## config.mk

```make
export PLATFORM = sky130hd
export DESIGN_NAME = sg_prd_splitter
export DESIGN_NICKNAME = d
export VERILOG_FILES = /design/src/rtl/sgs_pkg.sv /design/src/rtl/sgs_cut.sv /design/src/rtl/sgs_enc.sv /design/src/rtl/sgs_out_reg.sv /design/src/rtl/sg_prd_splitter.sv
export SDC_FILE = /design/constraint.sdc
export NUM_CORES = 1
export LEC_CHECK = 0
export BUFFER_PORTS_ARGS = -buffer_cell sky130_fd_sc_hd__buf_2
export CORE_MARGIN = 2
export CORE_UTILIZATION = 55
export CTS_CLUSTER_DIAMETER = 100
export DETAILED_ROUTE_END_ITERATION = 12
export GPL_ROUTABILITY_DRIVEN = 0
export HOLD_SLACK_MARGIN = 0.03
export PLACE_DENSITY = 0.87
export SLEW_MARGIN = 5
export SYNTH_ARGS = -nofsm -noshare
export SYNTH_HDL_FRONTEND = slang
export SYNTH_HIERARCHICAL = 1
export SYNTH_SLANG_ARGS = --single-unit
export TNS_END_PERCENT = 100
```

## constraint.sdc

```tcl
create_clock -name clk_i -period 6.6 [get_ports clk_i]
set_input_delay 0.33 -clock clk_i [delete_from_list [all_inputs] [get_ports clk_i]]
set_output_delay 0.33 -clock clk_i [all_outputs]
set_load 0.005 [all_outputs]
```

## src/rtl/sgs_pkg.sv

```systemverilog
package sgs_pkg;
  localparam int CTRL_W = 32;
  localparam int PIECE_W = 17;
  localparam logic [PIECE_W-1:0] FULL_PIECE = 17'h10000;
  localparam logic [PIECE_W-1:0] HALF_PIECE = 17'h08000;

  typedef enum logic [1:0] {
    ST_SEG,
    ST_CUT,
    ST_HALF,
    ST_END
  } sgs_state_e;

  typedef enum logic [1:0] {
    ERR_NONE,
    ERR_OVF,
    ERR_ALIGN
  } sgs_err_e;
endpackage

```

## src/rtl/sgs_cut.sv

```systemverilog
module sgs_cut
  import sgs_pkg::*;
#(
  parameter int LEN_W = 24
) (
  input  logic [15:0]        addr_lo_i,
  input  logic [LEN_W-1:0]   rem_i,
  output logic [PIECE_W-1:0] piece_o,
  output logic               full_o
);
  localparam int W = (LEN_W > PIECE_W) ? LEN_W : PIECE_W;

  logic [PIECE_W-1:0] room;
  logic [W-1:0]       rem_x;
  logic [W-1:0]       room_x;

  always_comb begin
    room    = FULL_PIECE - {1'b0, addr_lo_i};
    rem_x   = W'(rem_i);
    room_x  = W'(room);
    piece_o = (rem_x < room_x) ? rem_x[PIECE_W-1:0] : room;
    full_o  = (piece_o == FULL_PIECE);
  end
endmodule

```

## src/rtl/sgs_enc.sv

```systemverilog
module sgs_enc
  import sgs_pkg::*;
(
  input  logic               alt_i,
  input  logic               last_i,
  input  logic [PIECE_W-1:0] bytes_i,
  output logic [CTRL_W-1:0]  ctrl_o
);
  logic [14:0] words_m1;

  always_comb begin
    words_m1 = bytes_i[16:2] - 15'd1;
    if (alt_i) ctrl_o = {1'b0, words_m1, 16'h0000};
    else       ctrl_o = {last_i, 15'h0000, bytes_i[15:0]};
  end
endmodule

```

## src/rtl/sgs_out_reg.sv

```systemverilog
module sgs_out_reg #(
  parameter int DW = 65
) (
  input  logic          clk_i,
  input  logic          rst_ni,
  input  logic          load_i,
  input  logic [DW-1:0] d_i,
  output logic          free_o,
  output logic          valid_o,
  input  logic          ready_i,
  output logic [DW-1:0] q_o
);
  logic          valid_q;
  logic [DW-1:0] data_q;

  assign free_o  = !valid_q || ready_i;
  assign valid_o = valid_q;
  assign q_o     = data_q;

  always_ff @(posedge clk_i or negedge rst_ni) begin
    if (!rst_ni) begin
      valid_q <= 1'b0;
      data_q  <= '0;
    end else if (load_i) begin
      valid_q <= 1'b1;
      data_q  <= d_i;
    end else if (ready_i) begin
      valid_q <= 1'b0;
    end
  end
endmodule

```

## src/rtl/sg_prd_splitter.sv

```systemverilog
module sg_prd_splitter
  import sgs_pkg::*;
#(
  parameter int ADDR_W = 32,
  parameter int LEN_W  = 24,
  parameter int CAP    = 512
) (
  input  logic              clk_i,
  input  logic              rst_ni,
  input  logic              alt_mode_i,
  input  logic              seg_valid_i,
  output logic              seg_ready_o,
  input  logic [ADDR_W-1:0] seg_addr_i,
  input  logic [LEN_W-1:0]  seg_len_i,
  input  logic              seg_last_i,
  output logic              ent_valid_o,
  input  logic              ent_ready_i,
  output logic [ADDR_W-1:0] ent_base_o,
  output logic [CTRL_W-1:0] ent_ctrl_o,
  output logic              ent_last_o,
  output logic              done_o,
  output logic              err_ovf_o,
  output logic              err_empty_o,
  output logic              err_align_o
);
  localparam int CNT_W = $clog2(CAP + 1);
  localparam int OUT_W = ADDR_W + CTRL_W + 1;

  sgs_state_e         st_q;
  sgs_err_e           err_q;
  logic               first_q, mode_q, cur_last_q, hold_v_q;
  logic [ADDR_W-1:0]  cur_addr_q, hold_base_q;
  logic [LEN_W-1:0]   rem_q;
  logic [PIECE_W-1:0] hold_bytes_q;
  logic [CNT_W-1:0]   cnt_q;
  logic               done_q, e_ovf_q, e_empty_q, e_align_q;

  logic [PIECE_W-1:0] piece;
  logic               full;
  logic               out_free, ovf, in_step, step_go, push_mid, push_fin, end_go;
  logic               seg_acc, eff_alt, misal, seg_end, split;
  logic [ADDR_W-1:0]  new_base;
  logic [PIECE_W-1:0] new_bytes;
  logic [CTRL_W-1:0]  enc_ctrl;
  logic [OUT_W-1:0]   out_q;
  sgs_state_e         nxt_after;

  sgs_cut #(.LEN_W(LEN_W)) u_cut (
    .addr_lo_i (cur_addr_q[15:0]),
    .rem_i     (rem_q),
    .piece_o   (piece),
    .full_o    (full)
  );

  sgs_enc u_enc (
    .alt_i   (mode_q),
    .last_i  (push_fin),
    .bytes_i (hold_bytes_q),
    .ctrl_o  (enc_ctrl)
  );

  sgs_out_reg #(.DW(OUT_W)) u_out (
    .clk_i   (clk_i),
    .rst_ni  (rst_ni),
    .load_i  (push_mid || push_fin),
    .d_i     ({hold_base_q, enc_ctrl, push_fin}),
    .free_o  (out_free),
    .valid_o (ent_valid_o),
    .ready_i (ent_ready_i),
    .q_o     (out_q)
  );

  assign ent_base_o  = out_q[OUT_W-1 -: ADDR_W];
  assign ent_ctrl_o  = out_q[CTRL_W:1];
  assign ent_last_o  = out_q[0];
  assign seg_ready_o = (st_q == ST_SEG);
  assign done_o      = done_q;
  assign err_ovf_o   = e_ovf_q;
  assign err_empty_o = e_empty_q;
  assign err_align_o = e_align_q;

  always_comb begin
    ovf       = (cnt_q == CNT_W'(CAP));
    in_step   = (st_q == ST_CUT) || (st_q == ST_HALF);
    // a new entry may enter the hold slot only if the old one can move out
    step_go   = in_step && (ovf || !hold_v_q || out_free);
    push_mid  = step_go && !ovf && hold_v_q;
    push_fin  = (st_q == ST_END) && (err_q == ERR_NONE) && hold_v_q && out_free;
    end_go    = (st_q == ST_END) && ((err_q != ERR_NONE) || !hold_v_q || out_free);
    seg_acc   = seg_valid_i && (st_q == ST_SEG);
    eff_alt   = first_q ? alt_mode_i : mode_q;
    misal     = eff_alt ? (|{seg_addr_i[1:0], seg_len_i[1:0]})
                        : (seg_addr_i[0] | seg_len_i[0]);
    seg_end   = (rem_q == LEN_W'(piece));
    split     = (st_q == ST_CUT) && full && !mode_q;
    new_base  = (st_q == ST_HALF) ? cur_addr_q + ADDR_W'(HALF_PIECE) : cur_addr_q;
    new_bytes = ((st_q == ST_HALF) || split) ? HALF_PIECE : piece;
    nxt_after = cur_last_q ? ST_END : ST_SEG;
  end

  always_ff @(posedge clk_i or negedge rst_ni) begin
    if (!rst_ni) begin
      st_q         <= ST_SEG;
      err_q        <= ERR_NONE;
      first_q      <= 1'b1;
      mode_q       <= 1'b0;
      cur_last_q   <= 1'b0;
      hold_v_q     <= 1'b0;
      cur_addr_q   <= '0;
      hold_base_q  <= '0;
      rem_q        <= '0;
      hold_bytes_q <= '0;
      cnt_q        <= '0;
      done_q       <= 1'b0;
      e_ovf_q      <= 1'b0;
      e_empty_q    <= 1'b0;
      e_align_q    <= 1'b0;
    end else begin
      done_q    <= 1'b0;
      e_ovf_q   <= 1'b0;
      e_empty_q <= 1'b0;
      e_align_q <= 1'b0;
      unique case (st_q)
        ST_SEG: if (seg_acc) begin
          first_q <= 1'b0;
          if (first_q) mode_q <= alt_mode_i;
          if (err_q == ERR_NONE && misal) begin
            err_q <= ERR_ALIGN;
            st_q  <= seg_last_i ? ST_END : ST_SEG;
          end else if (err_q != ERR_NONE || seg_len_i == '0) begin
            st_q  <= seg_last_i ? ST_END : ST_SEG;
          end else begin
            cur_addr_q <= seg_addr_i;
            rem_q      <= seg_len_i;
            cur_last_q <= seg_last_i;
            st_q       <= ST_CUT;
          end
        end
        ST_CUT, ST_HALF: if (step_go) begin
          if (ovf) begin
            err_q <= ERR_OVF;
            st_q  <= nxt_after;
          end else begin
            hold_v_q     <= 1'b1;
            hold_base_q  <= new_base;
            hold_bytes_q <= new_bytes;
            cnt_q        <= cnt_q + 1'b1;
            if (split) begin
              st_q <= ST_HALF;
            end else begin
              cur_addr_q <= cur_addr_q + ADDR_W'(piece);
              rem_q      <= rem_q - LEN_W'(piece);
              st_q       <= seg_end ? nxt_after : ST_CUT;
            end
          end
        end
        ST_END: if (end_go) begin
          done_q    <= 1'b1;
          e_ovf_q   <= (err_q == ERR_OVF);
          e_align_q <= (err_q == ERR_ALIGN);
          e_empty_q <= (err_q == ERR_NONE) && !hold_v_q;
          err_q     <= ERR_NONE;
          cnt_q     <= '0;
          hold_v_q  <= 1'b0;
          first_q   <= 1'b1;
          st_q      <= ST_SEG;
        end
        default: st_q <= ST_SEG;
      endcase
    end
  end
endmodule

```

==> results by group <==
Critical path
  • Worst R2R Start: cur_addr_q[1]
  • Slowest-stage cell, CP: or4_4
  • Critical Path AT: 6.11 ns
  • Most frequent CP cell: ha_1
  • WP buf/inv: 1
  • R2R setup slack: 0.84 ns
  • WP data required: 6.95 ns
  • Crit-path leading delay family: compound AO/OA/AOI/OAI gates
  • Worst-path cell chain: inv_1, ha_1, nand3_2, or4_4, ha_1, nand2_1, nor2_1, nand2_1, o211ai_4, mux2_1, ha_1, fa_1, a21o_1, a221o_1, a31o_1, o211a_1, o21ai_1, o22ai_1, a221oi_2
  • Endpoint type of the worst setup path: register
  • Worst-path fanout max: 11
  • Crit start category: register
  • Max stage delay on crit path: 0.54 ns
  • Crit Reg-Reg Endpoint: cur_addr_q[22]
  • Setup CP Type: reg2reg
  • R2R cell count: 19

Clock network
  • TritonCTS Sinks: 193
  • Root Buffer: clkbuf_16
  • Post-CTS sizing: 0
  • Clock Latency Late Sink: 0.44 ns
  • CTS max path bufs: 2
  • Hold buffers post-CTS: 0
  • Post-CTS Repair Setup Buffers: 0
  • CTS clock-pin slew for the worst setup and hold paths: 0.08 ns
  • CTS tree: done
  • Cts bufs inserted: 17
  • Htree depth: 4

Routing
  • Vias per inst: 6.179
  • Detailed Route Iter0 Violations: 1132
  • Aggregate routed wire length: 31540 um
  • DRC: 0
  • Vias: 10.41k
  • Wire length per cell: 18.73 um
  • Final ANT Viol Nets: 0
  • First-pass detailed-route iteration total: 5

Min path
  • Hold Crit Class: in2async

Die
  • Row count: 54
  • Core Box Area: 21820 um2
  • Die ar.: 23480 um2
  • Height of the die: 153.2 um
  • Die width: 153.2 um
  • # IOs: 133
  • Initial Util: 56.12%

Global routing
  • Antenna violations before repair: 0
  • Largest net degree at the start of global routing: 114
  • All-Layer GR Usage: 26.67%
  • First-pass GRT wire length: 51230 um
  • Gr ovfl total: 0
  • Vias in the first global route: 9899

Final layout
  • Final Util: 62.52%
  • P&R area growth vs syn: 11.41%
  • Layout Nets: 1514
  • Share of layout cells above drive strength 1: 20.44%
  • Post-route cell area: 13640 um2
  • Ant. Diodes: 0
  • Layout fillers: 1707
  • Register area: 4831 um2
  • Multi-input logic area: 6939 um2

Synth
  • Commonest register cell after synthesis: dfrtp_1
  • Area leader, netlist: dfrtp_1
  • Synth cell types: 87
  • Mean post-synth cell area: 9.472 um2
  • Synth area leaders: dfrtp_1, ha_1, mux2_4
  • Cell count after synthesis: 1293
  • Syn Nets: 1416
  • Yosys warns: 6
  • Yosys top cell area share: 39.23%
  • Asr flop ratio synth: 100.0%
  • Most frequent cells after synthesis: dfrtp_1, nand2_1, o21ai_0, nor2_1, a21oi_1
  • Post-Syn Area: 12250 um2
  • Number of synthesized flops with an enable pin: 0
  • Most frequent cell after synthesis: dfrtp_1
  • Register area share after synthesis: 39.45%
  • FF+latch count, synth: 193

STA
  • Final critical-path required period: 5.764 ns
  • RSZ-0062 raised after global routing: false
  • Fmax: 173.5 MHz
  • Layout Skew: 0.01209 ns
  • Final Cycle Share: 87.33%
  • Hold slack: 0.02869 ns
  • Worst slew margin: 29.64%
  • Max-slew violations: 0
  • Final TNS setup: 0 ns
  • Worst-margin pin slew: 1.055 ns
  • Final hold viol count: 0
  • Final setup vio count: 0

Run
  • Max-cap violation count: 0

Placed design
  • DP Area: 13080 um2
  • DP Wirelength: 22450 um
  • Port Buffers: 132

Status
  • Status: finished, final reports clean
[registers in the layout (all words and copies together) (netlist names)]
| signal | flops |
|---|---|
| err_q | 2 |
| mode_q | 1 |
| u_out/valid_o | 1 |
| hold_v_q | 1 |
| err_empty_o | 1 |
| done_o | 1 |
| u_out/q_o | 65 |
| err_align_o | 1 |
| st_q | 2 |
| err_ovf_o | 1 |
| cur_last_q | 1 |
| cur_addr_q | 32 |
| cnt_q | 10 |
| hold_base_q | 32 |
| rem_q | 24 |
| hold_bytes_q | 17 |
| first_q | 1 |
[through the flow]
stage          setup slack (ns)  cells
3_5_place_dp             0.9430   1652
4_1_cts                  0.9115   1684
5_1_grt                  0.5881   1684
2_1_floorplan             1.588   1293
6_report                 0.8364   1684
3_3_place_gp              1.144   1652
[routing by layer]
layer	vias to the layer above	part of all wire, %	global-route usage, %
li1	4857	-	-
met1	4998	43	37.10
met2	487	47	42.58
met3	63	7.0	3.856
met4	0	3.2	9.965
met5	-	0	0
[worst reg2reg max path, cell delays in order (launching register included)]
cell and delay (ns):
dfrtp_1 0.48, inv_1 0.13, ha_1 0.33, nand3_2 0.17, or4_4 0.54, ha_1 0.32, nand2_1 0.07, nor2_1 0.16
nand2_1 0.11, o211ai_4 0.42, mux2_1 0.44, ha_1 0.24, fa_1 0.43, a21o_1 0.22, a221o_1 0.37, a31o_1 0.27
o211a_1 0.26, o21ai_1 0.32, o22ai_1 0.17, a221oi_2 0.22
[cell families (layout without fill, tap and decap cells)]
group	after synthesis	in the layout	synth area share, %
compound gates	320	320	16.79
flops	193	193	39.45
fa+ha+maj	61	61	6.355
mux	127	127	12.48
xor+xnor	56	56	4.005
simple gates	417	417	16.79
buf+inv	119	230	4.138
[final cells by class]
cell class,instances,area share (%)
multi-input cells,981,50.86
inverters,56,1.541
repair buffers,142,5.456
clock inverters,15,1.055
flip-flops and latches,193,35.41
clock buffers,17,3.118
well taps,280,2.568
[how the worst max path moves through the flow]
stage | from | endpoint | slack (ns) | cells after the start
finish | cur_addr_q[1] | cur_addr_q[22] | 0.84 | 19
global route | cur_addr_q[1] | cur_addr_q[22] | 0.59 | 19
CTS | cur_addr_q[1] | cur_addr_q[22] | 0.91 | 19
detailed placement | cur_addr_q[1] | cur_addr_q[22] | 0.94 | 19
global placement | cur_addr_q[5] | cur_addr_q[22] | 1.14 | 18
floorplan | cur_addr_q[5] | cur_addr_q[22] | 1.59 | 18
[cell usage in the layout, fill, tap and decap left out, types with 4 or more instances in the layout]
cell type  netlist  layout
a211oi_1        10      10
o22ai_1         10      10
nor2_1          79      78
nor3_1          18      18
inv_1           56      56
nor2b_1         18      18
buf_4            1      10
or4_1           11      11
o21bai_1         6       6
buf_2           14     131
nand4_1         17      17
mux2i_1         38      38
a21o_1          17      17
a31oi_1         12      12
o21a_1           4       4
o31ai_1          7       7
ha_1            59      58
inv_6            0       5
and3_1          12      12
inv_8            0       4
dfrtp_1        192     192
nand2_1        151     150
o21ai_0        110     110
mux2_4          39      39
clkbuf_16        0      17
a2bb2oi_1        9       9
mux2_1           5       5
xor2_1          25      25
nand3_1         26      26
mux2_2          45      45
and2_1           7       7
xnor2_1         31      31
nand2b_1        15      15
a21oi_1         73      73
or2_2            6       6
or3_1           14      14
o211ai_1         7       7
nor4_1          25      25
Power is left out: the tool's default activity adds up to more than one toggle a clock period on the data nets, which glitch-free logic cannot reach.
